### config.mk
export PLATFORM = sky130hd
export DESIGN_NAME = mem_req_coord
export DESIGN_NICKNAME = d
export VERILOG_FILES = /design/src/rtl/mrc_pkg.sv /design/src/rtl/mrc_req_fifo.sv /design/src/rtl/mrc_batch_sched.sv /design/src/rtl/mrc_addr_map.sv /design/src/rtl/mem_req_coord.sv
export SDC_FILE = /design/constraint.sdc
export NUM_CORES = 1
export LEC_CHECK = 0
export ABC_CLOCK_PERIOD_IN_PS = 5500
export CORE_UTILIZATION = 57
export CTS_CLUSTER_SIZE = 24
export DETAILED_ROUTE_END_ITERATION = 12
export DONT_BUFFER_PORTS = 1
export HOLD_SLACK_MARGIN = 0.06
export PLACE_DENSITY = 0.75
export RECOVER_POWER = 100
export SLEW_MARGIN = 5
export SYNTH_ARGS = -nofsm -noshare
export SYNTH_HDL_FRONTEND = slang
export SYNTH_SLANG_ARGS = --single-unit
### constraint.sdc
create_clock -name clk -period 5.5 [get_ports clk]
set_input_delay 0.55 -clock clk [delete_from_list [all_inputs] [get_ports clk]]
set_output_delay 0.55 -clock clk [all_outputs]
set_load 0.02 [all_outputs]
### src/rtl/mrc_pkg.sv
`timescale 1ns/1ps
package mrc_pkg;

  localparam int unsigned NUM_CLIENTS = 4;

  // client index doubles as its issue priority: lower index leaves first
  typedef enum logic [1:0] {
    CLI_EDGE = 2'd0,
    CLI_FEAT = 2'd1,
    CLI_WGT  = 2'd2,
    CLI_OUT  = 2'd3
  } client_e;

  typedef enum logic {
    PH_IDLE  = 1'b0,
    PH_ISSUE = 1'b1
  } phase_e;

endpackage

### src/rtl/mrc_req_fifo.sv
`timescale 1ns/1ps
module mrc_req_fifo #(
  parameter int W     = 41,
  parameter int DEPTH = 8,
  parameter int CW    = 4
) (
  input  logic         clk,
  input  logic         rst_n,
  input  logic         push,
  input  logic [W-1:0] din,
  output logic         full,
  input  logic         pop,
  output logic [W-1:0] dout,
  output logic [CW-1:0] count
);

  localparam int PW = (DEPTH > 1) ? $clog2(DEPTH) : 1;

  logic [W-1:0]  mem [DEPTH];
  logic [PW-1:0] wr_ptr;
  logic [PW-1:0] rd_ptr;

  function automatic logic [PW-1:0] bump(input logic [PW-1:0] p);
    if (p == PW'(DEPTH - 1)) return '0;
    return p + PW'(1);
  endfunction

  assign full = (count == CW'(DEPTH));
  assign dout = mem[rd_ptr];

  always_ff @(posedge clk) begin
    if (push) mem[wr_ptr] <= din;
  end

  always_ff @(posedge clk) begin
    if (!rst_n) begin
      wr_ptr <= '0;
      rd_ptr <= '0;
      count  <= '0;
    end else begin
      if (push) wr_ptr <= bump(wr_ptr);
      if (pop)  rd_ptr <= bump(rd_ptr);
      if (push && !pop)      count <= count + CW'(1);
      else if (pop && !push) count <= count - CW'(1);
    end
  end

endmodule

### src/rtl/mrc_batch_sched.sv
`timescale 1ns/1ps
module mrc_batch_sched
  import mrc_pkg::*;
#(
  parameter int NCLI = 4,
  parameter int CW   = 4,
  parameter int SW   = 2
) (
  input  logic             clk,
  input  logic             rst_n,
  input  logic [NCLI*CW-1:0] occ_flat,
  input  logic             fire,
  output logic             active,
  output logic [NCLI-1:0]  grant,
  output logic [SW-1:0]    sel,
  output logic             last,
  output logic [NCLI*CW-1:0] rem_flat
);

  phase_e        phase;
  logic [CW-1:0] occ [NCLI];
  logic [CW-1:0] rem [NCLI];
  logic          pending;
  logic          found;
  logic          more;

  for (genvar g = 0; g < NCLI; g++) begin : g_slice
    assign occ[g] = occ_flat[g*CW +: CW];
    assign rem_flat[g*CW +: CW] = rem[g];
  end

  assign active = (phase == PH_ISSUE);

  always_comb begin
    pending = 1'b0;
    for (int i = 0; i < NCLI; i++) pending = pending | (occ[i] != '0);
  end

  // lowest-index client with batch work left wins
  always_comb begin
    grant = '0;
    sel   = '0;
    found = 1'b0;
    for (int i = 0; i < NCLI; i++) begin
      if (!found && rem[i] != '0) begin
        grant[i] = 1'b1;
        sel      = SW'(i);
        found    = 1'b1;
      end
    end
  end

  always_comb begin
    more = 1'b0;
    for (int i = 0; i < NCLI; i++) begin
      if (i > int'(sel) && rem[i] != '0) more = 1'b1;
    end
  end

  assign last = active && (rem[sel] == CW'(1)) && !more;

  always_ff @(posedge clk) begin
    if (!rst_n) begin
      phase <= PH_IDLE;
      for (int i = 0; i < NCLI; i++) rem[i] <= '0;
    end else if (phase == PH_IDLE) begin
      if (pending) begin
        phase <= PH_ISSUE;
        for (int i = 0; i < NCLI; i++) rem[i] <= occ[i];
      end
    end else if (fire) begin
      rem[sel] <= rem[sel] - CW'(1);
      if (last) phase <= PH_IDLE;
    end
  end

endmodule

### src/rtl/mrc_addr_map.sv
`timescale 1ns/1ps
module mrc_addr_map #(
  parameter int ADDR_W = 32,
  parameter int CH_W   = 2,
  parameter int BK_W   = 3,
  parameter int ROW_W  = 27
) (
  input  logic [ADDR_W-1:0] addr,
  output logic [CH_W-1:0]   chan,
  output logic [BK_W-1:0]   bank,
  output logic [ROW_W-1:0]  row
);

  localparam int BK_LO  = CH_W;
  localparam int ROW_LO = CH_W + BK_W;

  assign chan = addr[CH_W-1:0];
  assign bank = addr[BK_LO +: BK_W];
  assign row  = addr[ROW_LO +: ROW_W];

endmodule

### src/rtl/mem_req_coord.sv
`timescale 1ns/1ps
module mem_req_coord
  import mrc_pkg::*;
#(
  parameter int ADDR_W = 32,
  parameter int LEN_W  = 8,
  parameter int DEPTH  = 8,
  parameter int CH_W   = 2,
  parameter int BK_W   = 3
) (
  input  logic                               clk,
  input  logic                               rst_n,
  input  logic [NUM_CLIENTS-1:0]             in_valid,
  output logic [NUM_CLIENTS-1:0]             in_ready,
  input  logic [NUM_CLIENTS*ADDR_W-1:0]      in_addr,
  input  logic [NUM_CLIENTS*LEN_W-1:0]       in_len,
  input  logic [NUM_CLIENTS-1:0]             in_wr,
  output logic                               out_valid,
  input  logic                               out_ready,
  output logic [$clog2(NUM_CLIENTS)-1:0]     out_client,
  output logic [ADDR_W-1:0]                  out_addr,
  output logic [LEN_W-1:0]                   out_len,
  output logic                               out_wr,
  output logic [CH_W-1:0]                    out_chan,
  output logic [BK_W-1:0]                    out_bank,
  output logic [ADDR_W-CH_W-BK_W-1:0]        out_row,
  output logic                               out_last
);

  localparam int NCLI  = NUM_CLIENTS;
  localparam int SW    = $clog2(NCLI);
  localparam int CW    = $clog2(DEPTH + 1);
  localparam int EW    = ADDR_W + LEN_W + 1;
  localparam int ROW_W = ADDR_W - CH_W - BK_W;

  logic [NCLI-1:0]    q_full;
  logic [NCLI-1:0]    q_push;
  logic [NCLI-1:0]    q_pop;
  logic [EW-1:0]      q_head [NCLI];
  logic [NCLI*CW-1:0] cnt_flat;
  logic [NCLI*CW-1:0] rem_flat;
  logic [NCLI-1:0]    sched_grant;
  logic [SW-1:0]      sched_sel;
  logic               sched_active;
  logic               sched_last;
  logic               out_fire;
  logic [EW-1:0]      sel_entry;

  assign out_fire = out_valid && out_ready;

  for (genvar g = 0; g < NCLI; g++) begin : g_client
    logic [EW-1:0] entry_in;
    assign entry_in  = {in_wr[g], in_len[g*LEN_W +: LEN_W], in_addr[g*ADDR_W +: ADDR_W]};
    assign in_ready[g] = !q_full[g];
    assign q_push[g]   = in_valid[g] && !q_full[g];
    assign q_pop[g]    = out_fire && sched_grant[g];

    mrc_req_fifo #(
      .W     (EW),
      .DEPTH (DEPTH),
      .CW    (CW)
    ) u_q (
      .clk   (clk),
      .rst_n (rst_n),
      .push  (q_push[g]),
      .din   (entry_in),
      .full  (q_full[g]),
      .pop   (q_pop[g]),
      .dout  (q_head[g]),
      .count (cnt_flat[g*CW +: CW])
    );
  end

  mrc_batch_sched #(
    .NCLI (NCLI),
    .CW   (CW),
    .SW   (SW)
  ) u_sched (
    .clk      (clk),
    .rst_n    (rst_n),
    .occ_flat (cnt_flat),
    .fire     (out_fire),
    .active   (sched_active),
    .grant    (sched_grant),
    .sel      (sched_sel),
    .last     (sched_last),
    .rem_flat (rem_flat)
  );

  always_comb begin
    sel_entry = '0;
    for (int i = 0; i < NCLI; i++) begin
      if (sched_grant[i]) sel_entry = q_head[i];
    end
  end

  assign out_valid  = sched_active;
  assign out_client = sched_sel;
  assign out_addr   = sel_entry[ADDR_W-1:0];
  assign out_len    = sel_entry[ADDR_W +: LEN_W];
  assign out_wr     = sel_entry[EW-1];
  assign out_last   = sched_last;

  mrc_addr_map #(
    .ADDR_W (ADDR_W),
    .CH_W   (CH_W),
    .BK_W   (BK_W),
    .ROW_W  (ROW_W)
  ) u_map (
    .addr (out_addr),
    .chan (out_chan),
    .bank (out_bank),
    .row  (out_row)
  );

endmodule

======== After elaboration in Yosys (flattened, before gate mapping) ========
Memory sizes are Yosys's and may differ from the RTL's. A register that Yosys moved wholly into a read port is not among the register bits.
Index checks and enable logic that the tools add are counted.
cells by class
  equal/unequal tests ..................... 13
  add/sub/neg operators ................... 17
  bitwise gates (word level) .............. 7
  reduce and logical (&&, ||, !) cells .... 54
  $lt $le $gt $ge ......................... 3
  mux-type cells .......................... 99
operators by type and width
  cell                   count
  $mux W41               4
  $mux W3                24
  $mux W1                55
  $mux W4                13
  $reduce_bool A4 Y1     8
  $logic_and A1 B1 Y1    25
  $add A3 B1 Y3 const B  8
  $eq A3 B3 Y1 const B   8
  $sub A4 B1 Y4 const B  5
  $add A4 B1 Y4 const B  4
  $eq A4 B4 Y1 const B   4
  $logic_not A1 Y1       16
  $reduce_bool A2 Y1     4
  $or A1 B1 Y1           7
  $mux W2                3
  $eq A4 B1 Y1 const B   1
  $gt A2 B2 Y1 const A   2
  $reduce_or A4 Y1       1
  $gt A1 B2 Y1 const A   1
storage, ports and cells
  output and inout bits ................... 81
  bits of input ports ..................... 171
  word-level logic and storage cells ...... 211
  register bits after elaboration ......... 41
  memory bits (writable) .................. 1328
  memories kept ........................... 5
memories
  memory               depth  bits a word  rd ports  clocked after memory_dff  write ports  RTL line               source
  g_client[0].u_q.mem  8      41           1         1                         1            mrc_req_fifo.sv:19     logic [W-1:0] mem [DEPTH];
  g_client[1].u_q.mem  8      41           1         1                         1            mrc_req_fifo.sv:19
  g_client[2].u_q.mem  8      41           1         1                         1            mrc_req_fifo.sv:19
  g_client[3].u_q.mem  8      41           1         1                         1            mrc_req_fifo.sv:19
  u_sched.rem          4      4            5         0                         4            mrc_batch_sched.sv:22  logic [CW-1:0] rem [NCLI];

======== Logic depth before layout (Yosys ltp) ========
An unclocked memory read counts as a cell.
  depth after elaboration ................. 22
  depth in mapped cells ................... 12
  mapped depth without buffers ............ 12

======== Hierarchy ========
Synthesis repeated with hierarchy kept, for this count alone.
unflattened totals
  cell total of the unflattened synthesis .. 2499
  area total of the unflattened synthesis .. 55575.8 um^2
by module, submodules not included
  module           area an instance (um^2)  cells an instance  instances  sequential area each (um^2)
  mrc_req_fifo     13269.0                  547                4          10109.7
  mrc_batch_sched  1163.6                   115                1          500.5
  mem_req_coord    1096.1                   164                1          0.0
  mrc_addr_map     240.2                    32                 1          0.0

======== Least setup slack after synthesis ========
No wires, ideal clock.
  kind .................................... register to register
  from .................................... register g_client[3].u_q.count[0]
  to ...................................... memory g_client[3].u_q.mem[0][0], enable pin
  path buffers ............................ 0
  required time ........................... 4958 ps
  arrival ................................. 4835 ps
  period minus slack after synthesis ...... 5377 ps
  setup slack ............................. 123 ps
  library setup time ...................... 542 ps
  cell stages (with the launch flop) ...... 5
  cell sequence ........................... dfxtp_1 -> nor3_1 -> nand2_1 -> nand2_1 -> nor4_1
on the way
  word-level cells in the longest chain between the ends .. 5
RTL lines
  item                           RTL line             source
  start: declaration             mrc_req_fifo.sv:14   output logic [CW-1:0] count
  start signal: assignment       mrc_req_fifo.sv:43   if (push && !pop) count <= count + CW'(1);
  start signal: assignment       mrc_req_fifo.sv:44   else if (pop && !push) count <= count - CW'(1);
  $eq A4 B4 Y1                   mrc_req_fifo.sv:28   assign full = (count == CW'(DEPTH));
  $logic_not A1 Y1               n/a
  net in_ready[3]                mem_req_coord.sv:14  output logic [NUM_CLIENTS-1:0] in_ready,
  $logic_and A1 B1 Y1            mem_req_coord.sv:55  assign q_push[g] = in_valid[g] && !q_full[g];
  $mux W1                        mrc_req_fifo.sv:32   if (push) mem[wr_ptr] <= din;
  $mux W1 (not written as such)  mrc_req_fifo.sv:32
  end: declaration               mrc_req_fifo.sv:19
The timed path passes the listed nets, and every way through them passes these cells.

==> results.md <==
* Multi-input logic area at 0.0119 sq mm
* Count leader, synth: edfxtp_1
* Cell row count at 112
* Cells along the critical path: nor4_2 -> nand2_2 -> o22ai_1 -> or2_0
* Failing checks: max-capacitance violations, max-slew violations
* CP Class: flop to output port
* Max incr delay on CP at 1060 ps
* Critical Path Fanout Max at 44
* Worst endpoint required time at 4950 ps
* P_leak at 0.0186 uW
* Avg Cell Area, Syn at 21.7 sq um
* Fmax at 190 MHz
* Die Y at 309 um
* Dominant synthesized flop cell: edfxtp_1
* Vias at 26100
* Unique masters post-synth at 53
* WL final at 125000 um
* Slew Limit Fails at 1104
* Largest net degree at the start of global routing at 70
* CP max-delay cell: o22ai_1
* Yosys warns at 0
* IO Pins at 252
* First-pass iteration count of the detailed router at 5
* Crit start category: flop
* First-pass GRT wire length at 180000 um
* Crit path capture type: output port
* Post-synth EDFFs at 1328
* Final period util at 95.7%
* CP top delay family: simple AND/OR/NAND/NOR gates
* Core Region at 0.0933 sq mm
* I/O Buffers at 0
* Hold slack at 119 ps
* Outcome: complete, but fails checks
* Dpl hpwl at 76700 um
* Total area of sequential cells at 0.0410 sq mm
* Setup TNS at 0 ps
* GPL Wtd Cong at 0.884
* Final Hold Fails at 0
* Die W at 309 um
* Initial DRC count at 3256
* Number of CTS-inserted buffers at 135
* CTS Hold Bufs at 167
* Register area share after synthesis at 76.3%
* Post-synth top area share at 74.3%
* Post-DRT Antenna Nets at 0
* Post-Syn Nets at 2675
* Slew margin rel. at -126%
* CTS tree: done
* RSZ-0062 raised after global routing: false
* DRC at 0
* H-tree levels at 4
* Synth cell count leaders: edfxtp_1 (1328), mux4_2 (328), mux2i_1 (169), clkbuf_1 (72), nand2_1 (56)
* Layout cell share with drive strength beyond 1 at 21.0%
* HP Class: input port to flop
* Final Net Count at 2895
* Area grow syn2layout at 13.5%
* Gr ovfl total at 0
* # Max-Cap Violations at 33
* Post_cts resized at 0
* Vias per inst at 6.42
* Tightest Pin Transition at 3390 ps
* Worst-Skew Late Latency at 740 ps
* Vias in the first global route at 26300
* Final min period at 5270 ps
* Max clock buf depth at 3
* Setup Skew at 25.4 ps
* Main area contributors after synthesis: edfxtp_1 (74%), mux4_2 (14%), mux2i_1 (3.2%)
* Initial antenna violation count at 29
* CTS Root Buffer Type: clkbuf_16
* Pwr dens at 443 mW/mm^2
* Initial core utilization at 57.5%
* Die ar. at 0.0954 sq mm
* Clk slew on worst S/H paths at 60 ps
* Crit path DAT at 4720 ps
* Synth area leader: edfxtp_1
* Total GRT Usage at 26.7%
* #FFs+latches synth at 1381
* DR WL/cell at 30.9 um
* Clk sinks at 1381
* Final setup fails at 0
* Mapped Cells at 2470
* Post-CTS Setup Repair Bufs at 0
* Post-Place Cell Area at 0.0553 sq mm
* WP buf/inv at 0
* Asr flop ratio synth at 0%
* Post-Synthesis Cell Area at 0.0537 sq mm
* Final instance area at 0.0609 sq mm
* Fillers at 6031
* Peak supply drop at 450 uV
[logic make-up after synthesis]
logic type | share of synthesized area (%)
simple gates | 2.15
xor+xnor | 0.242
buf+inv | 1.49
mux | 16.9
compound gates | 2.08
fa+ha+maj | 0.867
flops | 76.3
[path summary, 6_finish.rpt]
path	startpoint	slack, ps	depth (start not counted)	end
worst min-delay path	rst_n	120	1	u_sched.rem[1][2]$_DFFE_PP_
worst max-delay path	u_sched.rem[0][0]$_DFFE_PP_	230	4	out_row[17]
worst min register to register	g_client[1].u_q.rd_ptr[1]$_SDFFE_PN0P_	510	2	flop
worst max register to register	g_client[0].u_q.count[0]$_SDFFE_PN0P_	460	7	g_client[0].u_q.mem[7][36]$_DFFE_PP_
[per-layer routing]
metal / track usage, % / wire, um / up-vias
li1: - / - / 10800
met1: 35.3 / 45300 / 13700
met2: 43.1 / 62400 / 1376
met3: 7.36 / 13600 / 230
met4: 9.48 / 3930 / 24
met5: 0 / 143 / -
[layout make-up]
class	count	share of cell area [%]
Inverter	16	0.0986
Antenna cell	17	0.0698
Clock buffer	167	5.88
Tap cell	1254	2.58
Clock inverter	71	1.14
Sequential cell	1381	67.3
Multi-Input combinational cell	922	19.6
Timing Repair Buffer	234	3.39
[report_power, final]
group / total, uW / switching (uW) / internal (uW) / leakage, uW
combinational: 5400 / 3830 / 1570 / 0.00394
sequential: 12600 / 372 / 12200 / 0.0125
clock: 8990 / 3830 / 5150 / 0.00210
[registers in the layout (all words and copies together), names as in the netlist, named ones only]
signal,cells
g_client.u_q.mem,1312
g_client.u_q.count,16
u_sched.rem,16
g_client.u_q.rd_ptr,12
g_client.u_q.wr_ptr,12
u_sched.active,1
[metrics by stage]
stage	power (uW)	cells	worst slack, ps	utilization [%]
6_report	27000	4062	234	65.3
5_1_grt	27800	4052	199	65.3
4_1_cts	27200	4045	525	65.6
3_5_place_dp	18000	3640	1320	59.2
3_3_place_gp	17900	3640	1370	59.2
2_1_floorplan	16600	2470	123	-
[cell usage in the layout, fill, tap and decap left out, drive strengths merged, types with 20 or more instances in the layout]
master / instances
clkinv: 52
o22ai: 52
inv: 22
a21oi: 20
clkbuf: 208
nand2: 56
nor2b: 26
buf: 27
mux2i: 169
nor3: 34
mux4: 328
edfxtp: 1328
dlygate4sd3: 166
or2: 26
dfxtp: 53
ha: 30
Power figures use the tool's default switching activity.
